File: config.mk
export PLATFORM = sky130hd
export DESIGN_NAME = gate_toggler
export DESIGN_NICKNAME = d
export VERILOG_FILES = /design/src/rtl/gate_toggler_pkg.sv /design/src/rtl/gt_ctrl.sv /design/src/rtl/gt_cmp.sv /design/src/rtl/gt_out.sv /design/src/rtl/gate_toggler.sv
export SDC_FILE = /design/constraint.sdc
export NUM_CORES = 1
export LEC_CHECK = 0
export ABC_AREA = 1
export BUFFER_PORTS_ARGS = -buffer_cell sky130_fd_sc_hd__buf_2
export CAP_MARGIN = 20
export CORE_ASPECT_RATIO = 0.9
export CORE_MARGIN = 2
export CORE_UTILIZATION = 60
export DETAILED_ROUTE_END_ITERATION = 10
export GPL_TIMING_DRIVEN = 0
export PLACE_DENSITY = 0.9
export SLEW_MARGIN = 20
export SYNTH_ARGS = -nofsm -noshare
export SYNTH_HDL_FRONTEND = slang
export SYNTH_HIERARCHICAL = 1
export SYNTH_SLANG_ARGS = --single-unit
File: constraint.sdc
create_clock -name clk -period 2.57 [get_ports clk]
set_clock_uncertainty 0.15 [all_clocks]
set_input_delay 0.257 -clock clk [delete_from_list [all_inputs] [get_ports clk]]
set_output_delay 0.257 -clock clk [all_outputs]
set_load 0.01 [all_outputs]
File: src/rtl/gate_toggler_pkg.sv
package gate_toggler_pkg;
    localparam int unsigned CNT_W = 32;

    typedef enum logic {
        GT_IDLE = 1'b0,
        GT_RUN  = 1'b1
    } gt_state_e;
endpackage

File: src/rtl/gt_ctrl.sv
module gt_ctrl
    import gate_toggler_pkg::*;
(
    input  logic      clk,
    input  logic      rst_n,
    input  logic      enable,
    output gt_state_e state_q,
    output logic      load_cmp,
    output logic      run_en
);
    gt_state_e state_d;

    always_ff @(posedge clk) begin
        if (!rst_n) state_q <= GT_IDLE;
        else        state_q <= state_d;
    end

    always_comb begin
        state_d  = state_q;
        load_cmp = 1'b0;
        run_en   = 1'b0;
        unique case (state_q)
            GT_IDLE: begin
                if (enable) begin
                    load_cmp = 1'b1;
                    state_d  = GT_RUN;
                end
            end
            GT_RUN: begin
                if (enable) run_en  = 1'b1;
                else        state_d = GT_IDLE;
            end
        endcase
    end
endmodule

File: src/rtl/gt_cmp.sv
module gt_cmp
    import gate_toggler_pkg::*;
#(
    parameter int unsigned TICKS = 50_000_000
) (
    input  logic             clk,
    input  logic             rst_n,
    input  logic             load_cmp,
    input  logic             run_en,
    input  logic [CNT_W-1:0] base_count,
    output logic [CNT_W-1:0] cmp_q,
    output logic             hit
);
    localparam logic [CNT_W-1:0] STEP = CNT_W'(TICKS);

    assign hit = run_en && (base_count == cmp_q);

    always_ff @(posedge clk) begin
        if (!rst_n)        cmp_q <= '0;
        else if (load_cmp) cmp_q <= base_count + STEP;
        else if (hit)      cmp_q <= cmp_q + STEP;
    end
endmodule

File: src/rtl/gt_out.sv
module gt_out (
    input  logic clk,
    input  logic rst_n,
    input  logic run_en,
    input  logic hit,
    output logic gate_q,
    output logic pulse_q
);
    always_ff @(posedge clk) begin
        if (!rst_n) begin
            gate_q  <= 1'b0;
            pulse_q <= 1'b0;
        end else begin
            pulse_q <= hit;
            if (!run_en)  gate_q <= 1'b0;
            else if (hit) gate_q <= ~gate_q;
        end
    end
endmodule

File: src/rtl/gate_toggler.sv
module gate_toggler
    import gate_toggler_pkg::*;
#(
    parameter int unsigned TICKS_PER_SEC = 50_000_000
) (
    input  logic        clk,
    input  logic        rst_n,
    input  logic        enable,
    input  logic [31:0] base_count,
    output logic        gate_out,
    output logic        match_pulse
);
    gt_state_e        state_q;
    logic             load_cmp;
    logic             run_en;
    logic             hit;
    logic [CNT_W-1:0] cmp_q;

    gt_ctrl u_ctrl (
        .clk      (clk),
        .rst_n    (rst_n),
        .enable   (enable),
        .state_q  (state_q),
        .load_cmp (load_cmp),
        .run_en   (run_en)
    );

    gt_cmp #(.TICKS(TICKS_PER_SEC)) u_cmp (
        .clk        (clk),
        .rst_n      (rst_n),
        .load_cmp   (load_cmp),
        .run_en     (run_en),
        .base_count (base_count),
        .cmp_q      (cmp_q),
        .hit        (hit)
    );

    gt_out u_out (
        .clk     (clk),
        .rst_n   (rst_n),
        .run_en  (run_en),
        .hit     (hit),
        .gate_q  (gate_out),
        .pulse_q (match_pulse)
    );
endmodule

Yosys cells after proc, flatten, opt, wreduce, memory -nomap -nowiden --
Index checks and enable logic that the tools add are counted. W data, S select, Z words.
Storage, ports and cells: bits in registers 35
Operators by class: bitwise operators 1, reductions and logical operators 3, mux-type cells 5, equality and inequality tests 1, add/subtract/negate cells 2
Operator list (count):
- $add A32 B26 Y32 const B | 2
- $mux W32 | 2
- $eq A32 B32 Y1 | 1
- $mux W1 | 3
- $reduce_and A2 Y1 | 1
- $reduce_bool A2 Y1 | 1
- $logic_and A1 B1 Y1 | 1
- $not A1 Y1 | 1

Longest topological paths before layout --
Gate-level depths: netlist of run 1.
depth after elaboration 5, gate-level depth with buffers 19

Hierarchy --
Netlist of run 1, hierarchy kept.
Modules (own cells, without submodules):
- gt_cmp | cells each 594, area each 3350.7 µm², times used 1
- gt_out | cells each 10, area each 72.6 µm², times used 1
- gt_ctrl | cells each 7, area each 45.0 µm², times used 1

Worst setup path before layout of run 1 --
OpenSTA, ideal clock, no wires.
path type flip-flop to flip-flop, from register u_ctrl.state_q, to register u_cmp.cmp_q[11], data arrival time 1.681 ns, stages on the path, launching flop included 13, setup slack 0.621 ns, period minus slack after synthesis 1.949 ns, cells stage by stage dfxtp_1 nor2_2 buf_6 inv_4 buf_8 nand2_1 nand2_1 ha_1 inv_1 nor2_1 or2_2 a22oi_1 nor2_1
On the way: elaborated cells between the ends (all ways) 5, classes of those cells mux (3); reduce/logical (2)
RTL lines:
- start, declared | line gt_ctrl.sv:7 | output gt_state_e state_q,
- start signal, assigned | line gt_ctrl.sv:15 | else state_q <= state_d;
- $mux W1 (*) | line gt_ctrl.sv:22 | unique case (state_q)
- net load_cmp | line gate_toggler.sv:14 | logic load_cmp;
- $mux W32 / $reduce_bool A2 Y1 (equally long branches)
- end signal, assigned | line gt_cmp.sv:20 | else if (load_cmp) cmp_q <= base_count + STEP;
- end signal, assigned | line gt_cmp.sv:21 | else if (hit) cmp_q <= cmp_q + STEP;
- end, declared | line gt_cmp.sv:11 | output logic [CNT_W-1:0] cmp_q,
Mark *: on every way through the listed nets, which the timed path passes. The rest lies on a longest branch. A chain may end at the register's enable or synchronous reset.

Final worst setup path of run 1 --
from register u_ctrl.state_q, to register u_cmp.cmp_q[31]
Same word-level chain as after synthesis.

==> summary.md, run 1 <==
| Metric | Value |
|---|---|
| Status | completed |
| IO buf count | 36 |
| Final hold violations | 0 |
| WP data arrival | 2410 ps |
| Worst-margin pin slew | 716 ps |
| Synth Register Bits | 35 |
| DRC | 0 |
| Antenna violations before repair | 0 |
| Post-CTS resize count | 0 |
| Clk root buf | clkbuf_8 |
| Clock Path Buffers | 2 |
| Fill count | 527 |
| Mapped Avg Cell Area | 5.68 um2 |
| Worst r2r dst | u_cmp/cmp_q[31] |
| Area fraction of the dominant cell type after synthesis | 0.224 |
| Synth Area in Simple Gates | 0.492 |
| Worst Hold Depth | 3 |
| Clock share of power | 0.284 |
| Leading area contributor after synthesis | nand2_1 |
| Rel. slew slack | 0.523 |
| Post-Synthesis Cells | 611 |
| Final non-filler cell area | 3850 um2 |
| Compound-Gate Fraction of Synth Area | 0.109 |
| Vias in the first global route | 3746 |
| Endpoint of the worst hold path | u_ctrl/state_q |
| Htree depth | 2 |
| Post CTS Setup Buffer Count | 0 |
| Setup TNS Final | 0 ps |
| Layout area overhead | 11.0% |
| Ys flop type | dfxtp_1 |
| Maximum number of pins on one net before global-route repair | 13 |
| Main combinational cell family by area after synthesis | simple AND/OR/NAND/NOR gates |
| Post-synthesis async set-or-reset flop share | 0 |
| Hold crit path type | in2reg |
| Top cells by count, synth | nand2_1 (207), inv_1 (75), nor2_1 (75) |
| Worst r2r src | u_ctrl/state_q |
| Yosys warning count | 6 |
| Top cells by area, synth | nand2_1 (22%), dfxtp_1 (20%), inv_1 (8.1%), nor2_1 (8.1%), nand3_1 (6.1%) |
| Dpl cells | 717 |
| Die width | 84.1 um |
| Period utilization | 0.919 |
| Crit path cell chain | nor2_2, buf_6, buf_6, nand2_1, o21ai_2, ha_1, nand4_1, nand2_1, nand3_1, nand3_1, nor2_1, nor2_1, nor2_1 |
| Layout Nets | 690 |
| Vias/cell | 5.43 |
| Critical-path top delay cell | dfxtp_1 |
| RSZ-0062 raised after global routing | false |
| Worst hold path startpoint | enable |
| CORE AREA | 5630 um2 |
| Worst Setup Path Type | reg2reg |
| Hold_buf cts | 0 |
| P_int | 1.12 mW |
| Worst EP required | 2610 ps |
| Max-Cap Viols | 0 |
| Max IR drop VDD | 0.000324 V |
| Top-count cell post-synth | nand2_1 |
| Vert. Die Dim | 76.1 um |
| Comb power frac | 0.381 |
| Placed inst area | 3740 um2 |
| CP delay by family, top | simple AND/OR/NAND/NOR gates |
| Pwr dens | 485 nW/um2 |
| Worst Reg-to-Reg Cells | 13 |
| GRT Util Overall | 0.341 |
| Post-synthesis cell type count | 37 |
| Slew Limit Fails | 0 |
| Global-route wire length before repair | 17.4 mm |
| Sequential power share | 0.335 |
| Clock transition at path regs | 90 ps |
| GPL Wtd Cong | 1.01 |
| CP Buf/Inv Count | 2 |
| I/O Pins | 37 |
| Post-synthesis mux area share | 0 |
| Crit-path most repeated cell | nor2_1 |
| Fin cells | 725 |
| ANT nets after route | 0 |
| Number of synthesized flops with an enable pin | 0 |
| Die area | 6410 um2 |
| Net Sw Power | 0.743 mW |
| Worst R2R Setup Slack | 210 ps |
| Mapped Nets | 647 |
| Max Clock Freq | 423 MHz |
| Crit-path max cell delay | 330 ps |
| Critical-path maximum fanout | 10 |
| Cell leakage power | 1.96 nW |
| Row count | 26 |
| Cell area after synthesis | 3470 um2 |
| Via count | 3936 |
| Post-synthesis sequential area ratio | 0.202 |
| Final wirelength | 10.6 mm |
| Switching share of power | 0.398 |
| N_diodes | 0 |
| Total CTS buffers | 5 |
| Startpoint types | register |
| CTS tree | built |
| Overflow after GRT | 0 |
| Clk sink count | 35 |
| Initial core utilization | 0.616 |
| Initial DRT Pass Iterations | 5 |
| XOR/XNOR Fraction of Synth Area | 0.0505 |
| Share of cells above drive strength 1 | 0.183 |
| Wirelength per Cell | 14.7 um |
| Final setup violation count | 0 |
| Synth Area in Adders | 0.00361 |
| First DRT Iteration DRCs | 387 |
| Worst skew pair latency | 300 ps |
| Clock period minus worst slack | 2360 ps |
| Dpl hpwl | 8.26 mm |
| Crit. End Element | register |
state kept, by name, summed over array words and instances, names as in the netlist:
| name | flops |
|---|---|
| u_cmp/cmp_q | 32 |
| u_ctrl/state_q | 1 |
| u_out/gate_q | 1 |
| u_out/pulse_q | 1 |
worst max path at each step:
| stage | start | endpoint | slack, ps | cells past startpoint |
|---|---|---|---|---|
| after global routing | u_ctrl/state_q | u_cmp/cmp_q[31] | 20 | 15 |
| final | u_ctrl/state_q | u_cmp/cmp_q[31] | 210 | 13 |
| after floorplan | u_ctrl/state_q | u_cmp/cmp_q[11] | 620 | 12 |
| after CTS | u_ctrl/state_q | u_cmp/cmp_q[31] | 250 | 15 |
| after detailed placement | enable | u_cmp/cmp_q[31] | 200 | 17 |
| after global placement | enable | u_cmp/cmp_q[31] | 250 | 15 |
cell type report:
type,count,area (um2),area share
Multi-Input combinational cell,468,2270,0.591
Buffer,17,150,0.0390
Sequential cell,35,701,0.182
Clock inverter,3,43.8,0.0114
Clock buffer,5,68.8,0.0179
Timing Repair Buffer,36,180,0.0468
Inverter,91,344,0.0894
Tap cell,70,87.6,0.0228
layout by cell type (no fill, tap or decap), types with 6 or more instances in the layout:
cell and count:
nand2_4 8, xnor2_1 12, nor2_2 12, nand3_1 42, o21ai_2 7, clkinv_1 6, buf_6 7, nand4_1 10
inv_2 9, nand2_1 207, a21oi_1 15, nand2_2 17, nor2_4 6, inv_1 75, dfxtp_1 35, xor2_1 8
buf_2 38, nor2_1 75, o21ai_0 31
cell families after synthesis:
kind of cell	after synthesis
AND/OR/NAND/NOR	382
buffers and inverters	108
AO/OA/AOI/OAI	65
flip-flops	35
XOR/XNOR	20
adder cells (fa/ha/maj)	1
per-layer routing:
metal  global-route usage  wire [um]  vias to the layer above
li1                     -          -                     1958
met1                0.460       4630                     1763
met2                0.540       4720                      181
met3               0.0628        957                       34
met4                0.134        328                        0
met5                    0          0                        -
metrics by stage:
stage          power, mW  utilization  worst slack (ps)  hold WS [ps]
6_report            1.87        0.684               208          10.2
5_1_grt             1.97        0.684              18.8          21.5
4_1_cts             1.85        0.684               246          12.2
3_5_place_dp        1.33        0.664               198           325
3_3_place_gp        1.31        0.664               248           315
2_1_floorplan       1.15            -               621           200
power groups by stage:
stage	logic (mW)	clock network (mW)	registers (mW)
floorplan	0.523	0	0.628
global placement	0.678	0	0.634
detailed placement	0.692	0	0.638
CTS	0.696	0.532	0.625
global route	0.792	0.549	0.633
finish	0.712	0.530	0.625
worst reg2reg max path, cell delays in order, from the launching register on:
cell	delay [ps]
dfxtp_1	330
nor2_2	110
buf_6	160
buf_6	190
nand2_1	90
o21ai_2	110
ha_1	250
nand4_1	180
nand2_1	260
nand3_1	110
nand3_1	120
nor2_1	60
nor2_1	100
nor2_1	40
(Power assumes the default switching activity.)
==> run 2: changes to the inputs <==
Settings changed: CORE_UTILIZATION 60 to 62, CTS_BUF_LIST from default to sky130_fd_sc_hd__clkbuf_2 sky130_fd_sc_hd__clkbuf_4 sky130_fd_sc_hd__clkbuf_8, CTS_CLUSTER_SIZE from default to 24, PLACE_DENSITY 0.9 to 0.93.
==> run 2 against run 1 <==
Net effect: fmax fell by 3.6%; final area decreased by 0.75%; first-iteration DRC count increased by 4.4%; hold slack better by 43 ps; flip-flop and latch count did not move; cell count is 0.55% lower.
==> summary.md, run 2 (same netlist as run 1, synthesis figures left out) <==
| Metric | Value |
|---|---|
| Clock transition at path regs | 70 ps (was 90 ps) |
| Total CTS buffers | 5 (unchanged) |
| Global-route wire length before repair | 17.0 mm (was 17.4 mm) |
| Post CTS Setup Buffer Count | 0 (unchanged) |
| Period utilization | 0.953 (was 0.919) |
| Most flop-heavy register | u_cmp/cmp_q (unchanged) |
| WP data arrival | 2490 ps (was 2410 ps) |
| Slew Limit Fails | 0 (unchanged) |
| Placed inst area | 3730 um2 (was 3740 um2) |
| Worst Reg-to-Reg Cells | 13 (unchanged) |
| Fill count | 477 (was 527) |
| Pwr Total | 1.76 mW (was 1.87 mW) |
| Crit. Startpoint | u_ctrl/state_q (unchanged) |
| Hold crit path type | in2reg (unchanged) |
| Vias in the first global route | 3635 (was 3746) |
| I/O Pins | 37 (unchanged) |
| Hold_buf cts | 0 (unchanged) |
| Layout area overhead | 10.1% (was 11.0%) |
| Wirelength per Cell | 14.7 um (about the same) |
| GPL Wtd Cong | 0.959 (was 1.01) |
| Initial DRT Pass Iterations | 5 (unchanged) |
| Critical-path maximum fanout | 10 (unchanged) |
| Worst r2r dst | u_cmp/cmp_q[21] (was u_cmp/cmp_q[31]) |
| Vert. Die Dim | 75.0 um (was 76.1 um) |
| Area of the multi-input gates | 2270 um2 (unchanged) |
| Final setup violation count | 0 (unchanged) |
| GRT Util Overall | 0.349 (was 0.341) |
| Max Clock Freq | 408 MHz (was 423 MHz) |
| Crit path capture | u_cmp/cmp_q[21] (was u_cmp/cmp_q[31]) |
| Worst Setup Path Type | reg2reg (unchanged) |
| Dpl hpwl | 8.53 mm (was 8.26 mm) |
| Startpoint types | register (unchanged) |
| Pwr dens | 460 nW/um2 (was 485 nW/um2) |
| Final non-filler cell area | 3820 um2 (was 3850 um2) |
| Pre-CTS WS | 113 ps (was 198 ps) |
| Crit. End Element | register (unchanged) |
| Post-CTS resize count | 0 (unchanged) |
| Worst skew pair latency | 290 ps (was 300 ps) |
| Rel. slew slack | 0.621 (was 0.523) |
| Row count | 25 (was 26) |
| Htree depth | 2 (unchanged) |
| RSZ-0062 raised after global routing | false (unchanged) |
| N_diodes | 0 (unchanged) |
| Die area | 6210 um2 (was 6410 um2) |
| Die width | 82.8 um (was 84.1 um) |
| Final hold violations | 0 (unchanged) |
| Maximum number of pins on one net before global-route repair | 12 (was 13) |
| Setup TNS Final | 0 ps (unchanged) |
| CTS tree | built (unchanged) |
| Initial core utilization | 0.652 (was 0.616) |
| CORE AREA | 5320 um2 (was 5630 um2) |
| Layout Nets | 690 (unchanged) |
| Worst r2r src | u_ctrl/state_q (unchanged) |
| First DRT Iteration DRCs | 404 (was 387) |
| Clk root buf | clkbuf_8 (unchanged) |
| Worst R2R Setup Slack | 120 ps (was 210 ps) |
| Final wirelength | 10.6 mm (about the same) |
| Fin Hold WS | 53.6 ps (was 10.2 ps) |
| Status | completed (unchanged) |
| DRC | 0 (unchanged) |
| IO buf count | 36 (unchanged) |
| Setup ws final | 121 ps (was 208 ps) |
| Max FFs per register | 32 (unchanged) |
| Clock Path Buffers | 2 (unchanged) |
| Register area | 701 um2 (unchanged) |
| Worst EP required | 2610 ps (about the same) |
| Overflow after GRT | 0 (unchanged) |
| Clock period minus worst slack | 2450 ps (was 2360 ps) |
| Worst-margin pin slew | 569 ps (was 716 ps) |
| Max IR drop VDD | 0.000322 V (was 0.000324 V) |
| Vias/cell | 5.53 (was 5.43) |
| Cell leakage power | 1.95 nW (was 1.96 nW) |
| Commonest cells after routing, fill and taps aside | nand2_1 (207), inv_1 (75), nor2_1 (75) (unchanged) |
| ANT nets after route | 0 (unchanged) |
| Max-Cap Viols | 0 (unchanged) |
| Antenna violations before repair | 0 (unchanged) |
| Leading cell type in the layout, fill and taps excluded | nand2_1 (unchanged) |
| Via count | 3989 (was 3936) |
| Clk sink count | 35 (unchanged) |
| Share of cells above drive strength 1 | 0.182 (was 0.183) |
run 2: cell count changes in the layout (fill, tap and decap cells not counted):
cell / previous run / this run
bufinv_16: 1 / 0
clkbuf_8: 5 / 6
clkinv_4: 1 / 0
run 2: area by class of cell:
| class | count | share of cell area |
|---|---|---|
| Buffer | 17 | 0.0393 |
| Clock buffer | 6 | 0.0216 |
| Multi-Input combinational cell | 468 | 0.595 |
| Inverter | 91 | 0.0901 |
| Timing Repair Buffer | 36 | 0.0472 |
| Sequential cell | 35 | 0.183 |
| Tap cell | 67 | 0.0219 |
| Clock inverter | 1 | 0.00131 |
run 2: metrics by stage:
step,util,std cells
2_1_floorplan,-,611
3_3_place_gp,0.702,714
3_5_place_dp,0.702,714
4_1_cts,0.718,721
5_1_grt,0.718,721
6_report,0.718,721
run 2: worst max-delay path: stages (launching register included):
cell      delay [ps]
dfxtp_1          320
nor2_2           120
buf_6            160
buf_6            180
nand2_1           80
o21ai_2           90
ha_1             250
nand4_1          200
nand2_1          260
nand3b_1         180
nand3_1          110
nand2_1           70
nor2_1           110
nor2_1            50
run 2: worst min path at each step:
stage,from,end,slack (ps),depth (start not counted)
2_1_floorplan,enable,u_ctrl/state_q,200,2
3_3_place_gp,u_cmp/cmp_q[3],u_cmp/cmp_q[3],310,2
3_5_place_dp,u_cmp/cmp_q[17],u_cmp/cmp_q[17],340,2
4_1_cts,enable,u_ctrl/state_q,60,3
5_1_grt,enable,u_ctrl/state_q,70,3
6_report,enable,u_ctrl/state_q,50,3
run 2: power breakdown:
group	total [mW]	leakage (nW)	internal, mW	switching [mW]
Clock	0.413	0.0470	0.210	0.203
Sequential	0.624	0.289	0.588	0.0358
Combinational	0.721	1.61	0.247	0.474
run 2: per-layer routing:
layer	routed length, um	global-route usage	share of wire	vias to the layer above
met3	1080	0.0603	0.10	44
li1	-	-	-	1964
met4	358	0.142	0.034	0
met5	0	0	0	-
met1	4340	0.447	0.41	1774
met2	4820	0.596	0.46	207
